`config.mk`:
```
export PLATFORM = sky130hd
export DESIGN_NAME = lvt_countdown_timer
export DESIGN_NICKNAME = d
export VERILOG_FILES = /design/src/rtl/lct_pkg.sv /design/src/rtl/lct_regs.sv /design/src/rtl/lct_prescaler.sv /design/src/rtl/lct_downcount.sv /design/src/rtl/lvt_countdown_timer.sv
export SDC_FILE = /design/constraint.sdc
export NUM_CORES = 1
export LEC_CHECK = 0
export CORE_MARGIN = 10
export CORE_UTILIZATION = 57
export CTS_BUF_LIST = sky130_fd_sc_hd__clkbuf_4
export DETAILED_ROUTE_END_ITERATION = 7
export GPL_ROUTABILITY_DRIVEN = 0
export GPL_TIMING_DRIVEN = 0
export PLACE_DENSITY = 0.9
export REMOVE_ABC_BUFFERS = 1
export SLEW_MARGIN = 20
export SYNTH_ARGS = -nofsm -noshare
export SYNTH_HDL_FRONTEND = slang
export SYNTH_SLANG_ARGS = --single-unit
```
`constraint.sdc`:
```
create_clock -name clk -period 3.9 [get_ports clk]
set_clock_uncertainty 0.2 [all_clocks]
set_input_delay 0.78 -clock clk [delete_from_list [all_inputs] [get_ports clk]]
set_output_delay 0.78 -clock clk [all_outputs]
set_load 0.01 [all_outputs]
```
`src/rtl/lct_pkg.sv`:
```
package lct_pkg;

  localparam int unsigned DATA_W  = 32;
  localparam int unsigned VEC_W   = 8;
  localparam int unsigned SHIFT_W = 3;
  localparam int unsigned DIV_W   = 4;

  typedef enum logic [1:0] {
    SEL_DIVIDE  = 2'd0,
    SEL_ENTRY   = 2'd1,
    SEL_INITIAL = 2'd2,
    SEL_CURRENT = 2'd3
  } reg_sel_e;

  // bits of the timer entry the block uses
  localparam int unsigned ENTRY_PERIODIC_BIT = 17;
  localparam int unsigned ENTRY_MASK_BIT     = 16;

  // keep bits 3,1,0 of a divide write
  function automatic logic [DIV_W-1:0] divide_keep(input logic [DIV_W-1:0] raw);
    divide_keep = raw & 4'b1011;
  endfunction

  // shift = ({b3,b1,b0} + 1) mod 8
  function automatic logic [SHIFT_W-1:0] divide_shift(input logic [DIV_W-1:0] cfg);
    logic [SHIFT_W-1:0] code;
    code = {cfg[3], cfg[1:0]};
    divide_shift = code + 3'd1;
  endfunction

endpackage

```
`src/rtl/lct_regs.sv`:
```
module lct_regs
  import lct_pkg::*;
#(
  parameter int unsigned CNT_W = 32
) (
  input  logic               clk,
  input  logic               rst_n,
  input  logic               wr_en,
  input  logic [1:0]         addr,
  input  logic [CNT_W-1:0]   wdata,
  output logic [DIV_W-1:0]   divide_q,
  output logic [SHIFT_W-1:0] shift,
  output logic               entry_periodic,
  output logic               entry_mask,
  output logic [VEC_W-1:0]   entry_vector,
  output logic [CNT_W-1:0]   initial_q,
  output logic               load_pulse
);

  logic [DIV_W-1:0] divide_d;
  logic             periodic_d, mask_d;
  logic [VEC_W-1:0] vector_d;
  logic [CNT_W-1:0] initial_d;
  logic             wr_div, wr_entry, wr_init;

  always_comb begin
    wr_div   = wr_en && (addr == SEL_DIVIDE);
    wr_entry = wr_en && (addr == SEL_ENTRY);
    wr_init  = wr_en && (addr == SEL_INITIAL);
  end

  always_comb begin
    divide_d   = divide_q;
    periodic_d = entry_periodic;
    mask_d     = entry_mask;
    vector_d   = entry_vector;
    initial_d  = initial_q;
    if (wr_div) begin
      divide_d = divide_keep(wdata[DIV_W-1:0]);
    end
    if (wr_entry) begin
      periodic_d = wdata[ENTRY_PERIODIC_BIT];
      mask_d     = wdata[ENTRY_MASK_BIT];
      vector_d   = wdata[VEC_W-1:0];
    end
    if (wr_init) begin
      initial_d = wdata;
    end
  end

  always_ff @(posedge clk or negedge rst_n) begin
    if (!rst_n) begin
      divide_q       <= '0;
      entry_periodic <= 1'b0;
      entry_mask     <= 1'b1;
      entry_vector   <= '0;
      initial_q      <= '0;
    end else begin
      if (wr_div) begin
        divide_q <= divide_d;
      end
      if (wr_entry) begin
        entry_periodic <= periodic_d;
        entry_mask     <= mask_d;
        entry_vector   <= vector_d;
      end
      if (wr_init) begin
        initial_q <= initial_d;
      end
    end
  end

  assign shift      = divide_shift(divide_q);
  assign load_pulse = wr_init;

endmodule

```
`src/rtl/lct_prescaler.sv`:
```
module lct_prescaler
  import lct_pkg::*;
#(
  parameter int unsigned SHW = SHIFT_W
) (
  input  logic           clk,
  input  logic           rst_n,
  input  logic           restart,
  input  logic [SHW-1:0] shift,
  output logic           tick
);

  localparam int unsigned PW = (1 << SHW) - 1;

  logic [PW-1:0] phase_q, phase_d;
  logic [PW-1:0] low_mask;

  always_comb begin
    low_mask = (PW'(1) << shift) - PW'(1);
    tick     = &(phase_q | ~low_mask);
  end

  always_comb begin
    if (restart) begin
      phase_d = '0;
    end else begin
      phase_d = phase_q + PW'(1);
    end
  end

  always_ff @(posedge clk or negedge rst_n) begin
    if (!rst_n) begin
      phase_q <= '0;
    end else begin
      phase_q <= phase_d;
    end
  end

endmodule

```
`src/rtl/lct_downcount.sv`:
```
module lct_downcount #(
  parameter int unsigned CNT_W = 32
) (
  input  logic             clk,
  input  logic             rst_n,
  input  logic             load,
  input  logic [CNT_W-1:0] load_val,
  input  logic [CNT_W-1:0] reload_val,
  input  logic             tick,
  input  logic             periodic,
  output logic [CNT_W-1:0] count_q,
  output logic             expire
);

  logic [CNT_W-1:0] count_d;
  logic             armed_q, armed_d;
  logic             at_zero;

  assign at_zero = (count_q == '0);

  always_comb begin
    count_d = count_q;
    armed_d = armed_q;
    expire  = 1'b0;
    if (load) begin
      count_d = load_val;
      armed_d = |load_val;
    end else if (tick) begin
      if (!at_zero) begin
        count_d = count_q - CNT_W'(1);
      end else if (armed_q) begin
        expire = 1'b1;
        if (periodic) begin
          count_d = reload_val;
        end else begin
          armed_d = 1'b0;
        end
      end
    end
  end

  always_ff @(posedge clk or negedge rst_n) begin
    if (!rst_n) begin
      count_q <= '0;
      armed_q <= 1'b0;
    end else begin
      count_q <= count_d;
      armed_q <= armed_d;
    end
  end

endmodule

```
`src/rtl/lvt_countdown_timer.sv`:
```
module lvt_countdown_timer
  import lct_pkg::*;
#(
  parameter int unsigned CNT_W = DATA_W
) (
  input  logic             clk,
  input  logic             rst_n,
  input  logic             wr_en,
  input  logic [1:0]       addr,
  input  logic [CNT_W-1:0] wdata,
  output logic [CNT_W-1:0] rdata,
  output logic             irq_req,
  output logic [VEC_W-1:0] irq_vector
);

  logic [DIV_W-1:0]   divide_q;
  logic [SHIFT_W-1:0] shift;
  logic               lvt_periodic, lvt_mask;
  logic [VEC_W-1:0]   lvt_vector;
  logic [CNT_W-1:0]   init_q, cur_q;
  logic               load_pulse, tick, expire;
  logic               irq_d;
  logic [VEC_W-1:0]   vec_d;

  lct_regs #(.CNT_W(CNT_W)) u_regs (
    .clk            (clk),
    .rst_n          (rst_n),
    .wr_en          (wr_en),
    .addr           (addr),
    .wdata          (wdata),
    .divide_q       (divide_q),
    .shift          (shift),
    .entry_periodic (lvt_periodic),
    .entry_mask     (lvt_mask),
    .entry_vector   (lvt_vector),
    .initial_q      (init_q),
    .load_pulse     (load_pulse)
  );

  lct_prescaler #(.SHW(SHIFT_W)) u_presc (
    .clk     (clk),
    .rst_n   (rst_n),
    .restart (load_pulse),
    .shift   (shift),
    .tick    (tick)
  );

  lct_downcount #(.CNT_W(CNT_W)) u_count (
    .clk        (clk),
    .rst_n      (rst_n),
    .load       (load_pulse),
    .load_val   (wdata),
    .reload_val (init_q),
    .tick       (tick),
    .periodic   (lvt_periodic),
    .count_q    (cur_q),
    .expire     (expire)
  );

  always_comb begin
    irq_d = expire && !lvt_mask;
    vec_d = irq_d ? lvt_vector : irq_vector;
  end

  always_ff @(posedge clk or negedge rst_n) begin
    if (!rst_n) begin
      irq_req    <= 1'b0;
      irq_vector <= '0;
    end else begin
      irq_req    <= irq_d;
      irq_vector <= vec_d;
    end
  end

  always_comb begin
    rdata = '0;
    unique case (reg_sel_e'(addr))
      SEL_DIVIDE:  rdata[DIV_W-1:0] = divide_q;
      SEL_ENTRY: begin
        rdata[ENTRY_PERIODIC_BIT] = lvt_periodic;
        rdata[ENTRY_MASK_BIT]     = lvt_mask;
        rdata[VEC_W-1:0]          = lvt_vector;
      end
      SEL_INITIAL: rdata = init_q;
      SEL_CURRENT: rdata = cur_q;
      default:     rdata = '0;
    endcase
  end

endmodule

```
==> metrics.cfg <==
[status]
run_status = finished clean

[sta]
finalCriticalPeriod_ps = 3727
drv_slew = 0
finalSetupViolCount = 0
worstMarginPinSlew_ps = 718.1
hold_violations = 0
slew_headroom_pct = 51.45
min_period_over_period_pct = 95.55
fmax_mhz = 268.3
rsz0062_at_grt = no

[die]
core_um2 = 9684
initial_core_util_pct = 57.98
dieArea_um2 = 14220
die_h_um = 119.3
top_level_ports = 78
rows = 36
fp.dieW_um = 119.3

[critical_path]
crit_path_max_fanout = 9
worstPathRequired_ps = 4040
reg2reg_depth = 12
r2r_slack_ps = 170
reg2reg_from = u_regs.divide_q[1]
setup.worst_path.start = u_regs.divide_q[1]
cp-start-kind = register
crit_arrival_ps = 3860
crit_path_end = irq_vector[7]
crit_type = reg2reg
slowest_stage = dfrtp_1
reg2reg_to = irq_vector[7]
critical_path.endpoint_type = register
path_cells = and2_1 > ha_1 > nor2b_1 > nand2_1 > ha_1 > a21boi_0 > mux2_2 > nor4_4 > buf_6 > nor3b_4 > buf_4 > mux2_2
crit_path_max_incr_delay_ps = 500

[yosys]
ys_warn_count = 0
yosys-top-cells-count = nand2_1, dfrtp_1, nor2_1, o21ai_0
ys.flop_type = dfrtp_1
synth.area.top_cells = dfrtp_1, nand2_1, mux2_2
seq_area_frac_synth_pct = 41.91
synth_edf_count = 0
synth_seq_cells = 94
syn_avg_cell_area_um2 = 8.843
synthCells = 635
yosysTopAreaCellShare_pct = 41.44
ys_types = 60
async_reset_ff_share_pct = 100.0
yosys.cell_count.top_type = nand2_1
yosysTopAreaCell = dfrtp_1
syn_area_um2 = 5615

[layout]
multi_input_area_um2 = 3054
nFillCells = 723
antenna_cells = 0
seqCellArea_um2 = 2355
layout.nets = 736
drive_above_1_share_pct = 10.89
syn_to_final_growth_pct = 19.32
stdcell_count = 831

[drt]
vias_per_cell = 6.166
vias = 5124
post-route-drc-count = 0
wl_per_cell_um = 18.65
drtPass1Iterations = 5
drt_iter0_drc = 466
wl_um = 15490
ant_nets = 0

[global_route]
grt_pass1_vias = 5203
track_usage_pct = 21.57
grt_start_max_net_pins = 50
grt.overflow.total = 0
antenna_found_initial = 0
grt_pass1_wl_um = 25830

[power]
ir_worst_vdd_mv = 0.2815
power.density_nw_per_um2 = 425.3
power.leakage_nw = 2.935
power.total_w = 0.002850

[clock_network]
insertion_delay_ps = 460
clkTransAtPathRegs_ps = 160
cts-root-buf = clkbuf_4
clockBufferDepth = 2
htreeDepth = 3
cts_tree = yes
hold_buffers = 0
clkSinkCount = 94
cts_buffers = 9

[hold_path]
hold_path.class = in2async

[placement]
dp_cells = 811
hpwl_um = 10830
io_buffers = 77

[run]
drv_cap = 0

layer usage:
metal	global-route usage (%)	wire length, um	vias up
met5	0	0	-
met3	4.393	1048	31
met1	27.27	6524	2512
li1	-	-	2373
met4	7.634	302	0
met2	35.86	7619	208
worst max-delay path, delay by kind of cell, from the launching register on:
kind | cells | cell delay, ps
buffers and inverters | 2 | 380
AND/OR/NAND/NOR | 5 | 1020
multiplexers | 2 | 730
adder cells (fa/ha/maj) | 2 | 550
AO/OA/AOI/OAI | 1 | 220
flip-flops | 1 | 500
cells by family after synthesis:
group,share of synthesized area (%)
AND/OR/NAND/NOR,24.26
buffers and inverters,4.278
multiplexers,11.07
AO/OA/AOI/OAI,15.89
adder cells (fa/ha/maj),1.337
XOR/XNOR,1.248
flip-flops,41.91
power breakdown:
group          internal [W]  switching [W]  total [W]
clock network      0.000276       0.000341   0.000616
registers           0.00115       0.000201    0.00135
logic              0.000428       0.000453   0.000881
total               0.00186       0.000995    0.00285
metrics by stage:
stage | setup slack, ps | area, um2 | TNS, ps | hold WS, ps | utilization (%)
2_1_floorplan | -61.90 | 5435 | -140.5 | 240.9 | -
3_3_place_gp | -2477 | 6372 | -317720 | 268.9 | 65.80
3_5_place_dp | -494.1 | 6484 | -11740 | 266.6 | 66.95
4_1_cts | 74.24 | 6685 | 0 | 49.72 | 69.03
5_1_grt | 17.93 | 6700 | 0 | 44.82 | 69.19
6_report | 173.5 | 6700 | 0 | 21.28 | 69.19
timing repair:
item | in CTS | in global routing
cloned | 0 | 0
endpoints found under the setup margin | 36 | 29
pin swaps | 2 | 0
setup buffers | 4 | 0
resized for setup | 2 | 3
sequential cells by signal (all words and copies together), names as in the netlist:
name / count
u_presc.phase_q: 7
u_count.count_q: 32
u_regs.divide_q: 3
u_regs.entry_vector: 8
irq_req: 1
u_count.armed_q: 1
irq_vector: 8
u_regs.entry_mask: 1
u_regs.entry_periodic: 1
u_regs.initial_q: 32
worst min path at each step:
stage | start | endpoint | slack [ps] | cells after the start
floorplan | u_presc.phase_q[0] | u_presc.phase_q[0] | 240 | 1
global placement | u_presc.phase_q[0] | u_presc.phase_q[0] | 270 | 1
detailed placement | u_presc.phase_q[0] | u_presc.phase_q[0] | 270 | 1
CTS | rst_n | u_count.count_q[19] | 50 | 1
global route | rst_n | u_count.count_q[20] | 40 | 1
finish | rst_n | u_count.count_q[20] | 20 | 1
layout by cell type (no fill, tap or decap), types with 17 or more instances in the layout:
cell and n:
nor2_1 44, clkdlybuf4s50_1 74, mux2i_1 25, nor2b_1 26
a21oi_1 24, o21ai_0 41, nand2_1 117, mux2_2 27
dfrtp_1 92, nand3_1 17
cell type report:
type                       count  area share, %
multi-input combinational    486          45.58
sequential                    94          35.14
timing repair buffer          86          13.41
tap                          133          2.484
clock inverter                 5          1.251
clock buffer                  11          1.232
inverter                      16         0.8964
No activity file was read; power rests on OpenSTA's default activity.
